==> src/rtl/nrs_pkg.sv <==
package nrs_pkg;

    typedef enum logic [1:0] {
        SEL_ADDR = 2'd0,
        SEL_DATA = 2'd1,
        SEL_CTRL = 2'd2,
        SEL_KEY  = 2'd3
    } reg_sel_e;

    localparam int CB_RD  = 0;
    localparam int CB_WR  = 1;
    localparam int CB_WEN = 2;

    localparam logic [7:0] KEY_FIRST  = 8'h55;
    localparam logic [7:0] KEY_SECOND = 8'hAA;

    typedef enum logic [3:0] {
        ST_IDLE,
        ST_ZERO,
        ST_ARM,
        ST_READ,
        ST_KEY1,
        ST_KEY2,
        ST_FIRE,
        ST_POLL,
        ST_CHECK,
        ST_STEP,
        ST_DONE
    } step_e;

    typedef struct packed {
        logic       wr;
        logic       rd;
        reg_sel_e   sel;
        logic [7:0] wdata;
    } bus_cmd_t;

    function automatic logic [7:0] ctrl_word(input logic wen, input logic wr, input logic rd);
        logic [7:0] w;
        w = 8'h00;
        w[CB_WEN] = wen;
        w[CB_WR]  = wr;
        w[CB_RD]  = rd;
        return w;
    endfunction

endpackage

==> src/rtl/nrs_addr_walker.sv <==
module nrs_addr_walker #(
    parameter int ADDR_W = 8
) (
    input  logic              clk,
    input  logic              rst,
    input  logic              clear,
    input  logic              advance,
    output logic [ADDR_W-1:0] addr,
    output logic              at_zero
);

    always_ff @(posedge clk) begin
        if (rst || clear) begin
            addr <= '0;
        end else if (advance) begin
            addr <= addr + ADDR_W'(1);
        end
    end

    assign at_zero = (addr == '0);


    addr_step_chk: assert property (@(posedge clk) disable iff (rst)
        !$stable(addr) |-> (addr == ADDR_W'($past(addr) + ADDR_W'(1))) || (addr == '0));

endmodule

==> src/rtl/nrs_step_fsm.sv <==
module nrs_step_fsm
    import nrs_pkg::*;
(
    input  logic  clk,
    input  logic  rst,
    input  logic  start,
    input  logic  wr_pending,
    input  logic  at_zero,
    output step_e state,
    output logic  clear,
    output logic  advance,
    output logic  busy,
    output logic  done
);

    step_e nxt;

    always_comb begin
        nxt = state;
        unique case (state)
            ST_IDLE:  if (start) nxt = ST_ZERO;
            ST_ZERO:  nxt = ST_ARM;
            ST_ARM:   nxt = ST_READ;
            ST_READ:  nxt = ST_KEY1;
            ST_KEY1:  nxt = ST_KEY2;
            ST_KEY2:  nxt = ST_FIRE;
            ST_FIRE:  nxt = ST_POLL;
            ST_POLL:  nxt = ST_CHECK;
            ST_CHECK: nxt = wr_pending ? ST_POLL : ST_STEP;
            ST_STEP:  nxt = at_zero ? ST_DONE : ST_READ;
            ST_DONE:  nxt = ST_IDLE;
            default:  nxt = ST_IDLE;
        endcase
    end

    always_ff @(posedge clk) begin
        if (rst) state <= ST_IDLE;
        else     state <= nxt;
    end

    assign clear   = (state == ST_IDLE) && start;
    assign advance = (state == ST_CHECK) && !wr_pending;
    assign busy    = (state != ST_IDLE);
    assign done    = (state == ST_DONE);


    done_single_chk: assert property (@(posedge clk) disable iff (rst)
        done |=> !done);


    start_ignored_chk: assert property (@(posedge clk) disable iff (rst)
        (busy && start) |=> (state != ST_ZERO));


    poll_repeat_chk: assert property (@(posedge clk) disable iff (rst)
        (state == ST_CHECK && wr_pending) |=> (state == ST_POLL));

endmodule

==> src/rtl/nrs_bus_cmd.sv <==
module nrs_bus_cmd
    import nrs_pkg::*;
#(
    parameter int ADDR_W = 8
) (
    input  step_e             state,
    input  logic [ADDR_W-1:0] addr,
    input  logic              at_zero,
    output bus_cmd_t          cmd
);

    always_comb begin
        cmd = '{wr: 1'b0, rd: 1'b0, sel: SEL_ADDR, wdata: 8'h00};
        unique case (state)
            ST_ZERO:  cmd = '{wr: 1'b1, rd: 1'b0, sel: SEL_ADDR, wdata: 8'h00};
            ST_ARM:   cmd = '{wr: 1'b1, rd: 1'b0, sel: SEL_CTRL, wdata: ctrl_word(1'b1, 1'b0, 1'b0)};
            ST_READ:  cmd = '{wr: 1'b1, rd: 1'b0, sel: SEL_CTRL, wdata: ctrl_word(1'b1, 1'b0, 1'b1)};
            ST_KEY1:  cmd = '{wr: 1'b1, rd: 1'b0, sel: SEL_KEY,  wdata: KEY_FIRST};
            ST_KEY2:  cmd = '{wr: 1'b1, rd: 1'b0, sel: SEL_KEY,  wdata: KEY_SECOND};
            ST_FIRE:  cmd = '{wr: 1'b1, rd: 1'b0, sel: SEL_CTRL, wdata: ctrl_word(1'b1, 1'b1, 1'b0)};
            ST_POLL:  cmd = '{wr: 1'b0, rd: 1'b1, sel: SEL_CTRL, wdata: 8'h00};
            ST_STEP: begin
                if (at_zero) cmd = '{wr: 1'b1, rd: 1'b0, sel: SEL_CTRL, wdata: ctrl_word(1'b0, 1'b0, 1'b0)};
                else         cmd = '{wr: 1'b1, rd: 1'b0, sel: SEL_ADDR, wdata: 8'(addr)};
            end
            default: ;
        endcase
    end

endmodule

==> src/rtl/nvm_refresh_seq.sv <==
module nvm_refresh_seq
    import nrs_pkg::*;
#(
    parameter int DEPTH = 256
) (
    input  logic       clk,
    input  logic       rst,
    input  logic       start,
    output logic       busy,
    output logic       done,
    output logic       bus_wr,
    output logic       bus_rd,
    output logic [1:0] bus_sel,
    output logic [7:0] bus_wdata,
    input  logic [7:0] bus_rdata
);

    localparam int ADDR_W = (DEPTH > 128) ? 8 : 7;

    step_e             state;
    logic              clear, advance, at_zero, wr_pending;
    logic [ADDR_W-1:0] addr;
    bus_cmd_t          cmd;

    assign wr_pending = bus_rdata[CB_WR];

    nrs_addr_walker #(.ADDR_W(ADDR_W)) i_walker (
        .clk     (clk),
        .rst     (rst),
        .clear   (clear),
        .advance (advance),
        .addr    (addr),
        .at_zero (at_zero)
    );

    nrs_step_fsm i_fsm (
        .clk        (clk),
        .rst        (rst),
        .start      (start),
        .wr_pending (wr_pending),
        .at_zero    (at_zero),
        .state      (state),
        .clear      (clear),
        .advance    (advance),
        .busy       (busy),
        .done       (done)
    );

    nrs_bus_cmd #(.ADDR_W(ADDR_W)) i_cmd (
        .state   (state),
        .addr    (addr),
        .at_zero (at_zero),
        .cmd     (cmd)
    );

    assign bus_wr    = cmd.wr;
    assign bus_rd    = cmd.rd;
    assign bus_sel   = cmd.sel;
    assign bus_wdata = cmd.wdata;


    strobe_excl_chk: assert property (@(posedge clk) disable iff (rst)
        !(bus_wr && bus_rd));


    key_then_fire_chk: assert property (@(posedge clk) disable iff (rst)
        (bus_wr && bus_sel == SEL_KEY && bus_wdata == KEY_SECOND)
        |=> (bus_wr && bus_sel == SEL_CTRL && bus_wdata == 8'h06));


    addr_range_chk: assert property (@(posedge clk) disable iff (rst)
        (bus_wr && bus_sel == SEL_ADDR) |-> (int'(bus_wdata) < DEPTH));


    no_data_write_chk: assert property (@(posedge clk) disable iff (rst)
        !(bus_wr && bus_sel == SEL_DATA));


    done_after_disarm_chk: assert property (@(posedge clk) disable iff (rst)
        done |-> $past(bus_wr && bus_sel == SEL_CTRL && bus_wdata == 8'h00));


    poll_hold_chk: assert property (@(posedge clk) disable iff (rst)
        (state == ST_CHECK && wr_pending) |=> $stable(addr));


    status_rsvd_chk: assert property (@(posedge clk) disable iff (rst)
        (state == ST_CHECK) |-> (bus_rdata[7:3] == 5'b0 && !bus_rdata[CB_RD] && bus_rdata[CB_WEN]));

endmodule

==> config.mk <==
export PLATFORM = sky130hd
export DESIGN_NAME = nvm_refresh_seq
export DESIGN_NICKNAME = d
export VERILOG_FILES = /design/src/rtl/nrs_pkg.sv /design/src/rtl/nrs_addr_walker.sv /design/src/rtl/nrs_step_fsm.sv /design/src/rtl/nrs_bus_cmd.sv /design/src/rtl/nvm_refresh_seq.sv
export SDC_FILE = /design/constraint.sdc
export NUM_CORES = 1
export LEC_CHECK = 0
export BUFFER_PORTS_ARGS = -buffer_cell sky130_fd_sc_hd__buf_4
export CAP_MARGIN = 10
export CORE_MARGIN = 2
export CORE_UTILIZATION = 45
export DETAILED_ROUTE_END_ITERATION = 10
export PLACE_DENSITY = 0.71
export SLEW_MARGIN = 20
export SYNTH_ARGS = -nofsm -noshare
export SYNTH_HDL_FRONTEND = slang
export SYNTH_HIERARCHICAL = 1
export SYNTH_SLANG_ARGS = --single-unit
==> constraint.sdc <==
create_clock -name clk -period 5.43 [get_ports clk]
set_input_delay 0.543 -clock clk [delete_from_list [all_inputs] [get_ports clk]]
set_output_delay 0.543 -clock clk [all_outputs]
set_load 0.005 [all_outputs]
== Word level (Yosys, flattened, before mapping) ==
Cells that the tools add are included.
W data, S select, Z words.

* Bits in registers: 12
* Output and inout port bits: 14
* Word-level logic and storage cells: 27
* Input bits: 11

* Add/sub/neg operators: 1
* Reduce and logical (&&, ||, !) cells: 7
* Mux-type cells: 6
* Equal/unequal tests: 11

{| class="wikitable"
|+ Operators by type and width
! cell !! number
|-
| $pmux W12 S8 || 1
|-
| $pmux W4 S10 || 1
|-
| $eq A4 B3 Y1 const B || 4
|-
| $eq A4 B4 Y1 const B || 3
|-
| $mux W4 || 3
|-
| $mux W10 || 1
|-
| $add A8 B1 Y8 const B || 1
|-
| $eq A4 B2 Y1 const B || 2
|-
| $logic_not A8 Y1 || 1
|-
| $eq A4 B1 Y1 const B || 1
|-
| $logic_not A4 Y1 || 1
|-
| $reduce_bool A4 Y1 || 1
|-
| $logic_and A1 B1 Y1 || 2
|-
| $ne A2 B2 Y1 const B || 1
|-
| $logic_not A1 Y1 || 1
|-
| $logic_or A1 B1 Y1 || 1
|}

== Longest topological paths before layout ==
* Depth in word-level cells: 3
* Gate-level depth with buffers: 8
* Gate-level depth less buffers: 7

== Modules after synthesis ==
Netlist, hierarchy kept.

{| class="wikitable"
|+ By module, submodules not included
! module !! seq. area each (um^2) !! cells an instance !! area an instance (um^2) !! instances
|-
| nrs_addr_walker || 160.2 || 43 || 379.1 || 1
|-
| nrs_step_fsm || 80.1 || 33 || 262.8 || 1
|-
| nrs_bus_cmd || 0.0 || 38 || 231.5 || 1
|}

== Worst setup path before layout ==
OpenSTA, ideal clock, no wires.

* Kind: register -> output
* From: register i_walker.addr[0]
* To: output bus_wdata[0]
* Data arrival time: 2.027 ns
* Required time: 4.887 ns
* Stages on the path, launching flop included: 8
* Path buffers: 0
* Setup slack: 2.860 ns
* Path through: dfxtp_1 > inv_1 > ha_1 > or4b_1 > nor4_1 > nand4bb_1 > o21ai_1 > a32o_1

* Cells in the longest elaborated chain, start to end: 3

{| class="wikitable"
|+ Ends and longest elaborated chain
! item !! RTL line !! RTL
|-
| start: declaration || nrs_addr_walker.sv:8 || <nowiki>output logic [ADDR_W-1:0] addr,</nowiki>
|-
| start signal: assignment || nrs_addr_walker.sv:16 || <nowiki>addr <= addr + ADDR_W'(1);</nowiki>
|-
| $logic_not A8 Y1 || nrs_addr_walker.sv:20 || <nowiki>assign at_zero = (addr == '0);</nowiki>
|-
| via at_zero || nvm_refresh_seq.sv:21 || <nowiki>logic clear, advance, at_zero, wr_pending;</nowiki>
|-
| $mux W10 || nrs_bus_cmd.sv:23 || <nowiki>if (at_zero) cmd = '{wr: 1'b1, rd: 1'b0, sel: SEL_CTRL, wdata: ctrl_word(1'b0, 1'b0, 1'b0)};</nowiki>
|-
| $pmux W12 S8 || nrs_bus_cmd.sv:14 || <nowiki>unique case (state)</nowiki>
|-
| end: declaration || nvm_refresh_seq.sv:14 || <nowiki>output logic [7:0] bus_wdata,</nowiki>
|}

The timed path passes the listed nets, and every way through them passes these cells.

== Worst setup path in the final report ==
Ends and elaborated chain as after synthesis.

==> metrics.yaml <==
outcome: "finished, final reports clean"
area_delta_synth_final_pct: 17.6
synth_compound_area_share_pct: 19.2
grt_max_degree: 21
wl_um: 1860
overflow: 0
antenna_found_initial: 0
irDropWorstVdd_mv: 0.115
grtUsageTotal_pct: 19.1
post-route-drc-count: 0
wl_per_cell_um: 12.1
synthArstFlopShare_pct: 0
crit_slowest_cell: "nor4_1"
tightest_slew_ps: 983
clkTransAtPathRegs_ps: 80
root_buffer: "clkbuf_4"
path_delay_family: "simple AND/OR/NAND/NOR gates"
slowest_delay_ps: 760
gp_congestion: 0.705
cap_violations: 0
fmax_mhz: 303
core-area_sq_um: 1780
end_kind: "output port"
fin_total_pwr_uw: 206
cts_tree: "built"
powerDensity_nw_per_um2: 200
rows: 15
slew_headroom_pct: 33.9
synth_top_family_by_area: "simple AND/OR/NAND/NOR gates"
synth.area.mux_share_pct: 2.29
drive_gt1_share_pct: 21.7
path_max_fanout: 5
h-tree-depth: 1
arrival_ps: 2750
period_minus_slack_ps: 3300
fin_nets: 143
drv_slew: 0
period_share_pct: 60.7
crit_required_ps: 4890
yosysMostFrequentCell: "nor2_1"
drt_iter0_drc: 11
post_cts_buffers: 0
port_buffers: 17
ys.flop_type: "dfxtp_1"
hold_class: "reg2reg"
hold_viol: 0
synth_area_leader_cell: "dfxtp_1"
ant_nets: 0
grt_pass1_wl_um: 2970
p_leak_nw: 0.403
synth_fa_ha_area_share_pct: 2.87
pin_count: 25
setup_tns_ps: 0
hpwl_um: 1290
start_util_pct: 49.0
synth-xor-area-share_pct: 4.01
antennaDiodeCount: 0
dieArea_sq_um: 2310
skew_ps: 1.30
firstDrtPassIters: 4
synth_cell_type_count: 38
die_w_um: 48.1
cts_hold_buf: 0
path_class: "reg2out"
synth_simple_gate_area_share_pct: 35.5
syn_avg_cell_area_sq_um: 7.66
cts.path.max_buffers: 2
setup_viol: 0
synth_edf_count: 0
ys_seq_area_share_pct: 27.5
cp-start-kind: "register"
synthTopCellsByArea: "dfxtp_1 28%, nor2_1 6.4%, a21oi_1 5.7%, inv_1 3.9%, o21ai_0 3.4%"
fp.dieH_um: 48.1
syn-num-nets: 127
yosys_warnings: 6
cp_cell_sequence: "inv_1 > ha_1 > or4b_1 > nor4_1 > nand4bb_1 > o21ai_1 > a32o_1 > buf_4"
synth.top_cell.area_share_pct: 27.5
num_vias: 857
synth_area_sq_um: 873
grt_pass1_vias: 711
ys_top_cells_by_count: "15 x nor2_1, 12 x dfxtp_1, 10 x a21oi_1"
rsz0062_at_grt: "false"
synth_cells: 114
clk_latency_ps: 280
cts_sinks: 12
cts_made_buffers: 3
synth_seq_cells: 12
cts_resized: 0
path_buf_inv: 2
viasPerCell: 5.56
-- registers in the layout (all words and copies together), names as in the netlist --
register	flops
i_fsm/state	4
i_walker/addr	8
-- worst paths after layout --
| kind | start | end | slack (ps) | cells after the start |
|---|---|---|---|---|
| max | i_walker/addr[0] | bus_wdata[0] | 2130 | 8 |
| min | i_walker/addr[7] | i_walker/addr[7] | 520 | 2 |
| max reg2reg | i_fsm/state[3] | i_walker/addr[7] | 3150 | 6 |
| min reg2reg | i_walker/addr[7] | i_walker/addr[7] | 520 | 2 |
-- placed cells by master (no fill, tap or decap), types with 3 or more instances in the layout --
cell and instances:
a21oi_1 10, a31oi_1 4, buf_4 17, clkbuf_4 3, dfxtp_1 12, inv_1 9
nand2_1 6, nand2b_1 3, nand3_1 3, nand4_1 4, nor2_1 15, nor3b_1 3
o21ai_0 6, o21ai_1 3, or3_1 3, xor2_1 3
-- power by group --
part / switching (mW) / internal [mW] / leakage, nW
combinational: 0.0151 / 0.0180 / 0.285
sequential: 0.00844 / 0.0897 / 0.0971
clock: 0.0338 / 0.0409 / 0.0210
total: 0.0573 / 0.149 / 0.403
-- stage by stage --
| step | area [sq um] | setup WS [ps] | util, % | hold WS (ps) | instances |
|---|---|---|---|---|---|
| after global placement | 991 | 2430 | 55.6 | 493 | 150 |
| after floorplan | 873 | 2860 | - | 472 | 114 |
| after CTS | 1030 | 2130 | 57.6 | 515 | 154 |
| final | 1030 | 2130 | 57.6 | 524 | 154 |
| after detailed placement | 991 | 2450 | 55.6 | 502 | 150 |
| after global routing | 1030 | 1960 | 57.6 | 536 | 154 |
-- worst reg2reg max path, stage by stage (launching register included) --
cell	delay, ps
dfxtp_1	730
nor3b_1	470
nand2_1	140
inv_1	200
nand4_2	170
or3_1	380
a21oi_1	140
-- logic make-up after synthesis --
kind of cell	Yosys count
mux	2
buf+inv	15
flops	12
fa+ha+maj	2
simple gates	51
compound gates	28
xor+xnor	4
-- cell type report --
type	instances	area (sq um)
Timing Repair Buffer	17	128
Multi-Input combinational cell	87	558
Fill cell	165	756
Sequential cell	12	240
Inverter	9	33.8
Clock buffer	4	36.3
Tap cell	25	31.3
-- routing by layer --
layer	vias up	part of all wire [%]	GRT usage [%]
met5	-	0	0
met4	0	2.3	11.4
met3	5	5.4	4.53
met2	31	46	30.9
met1	379	46	22.8
li1	442	-	-
Power figures use the tool's default switching activity.
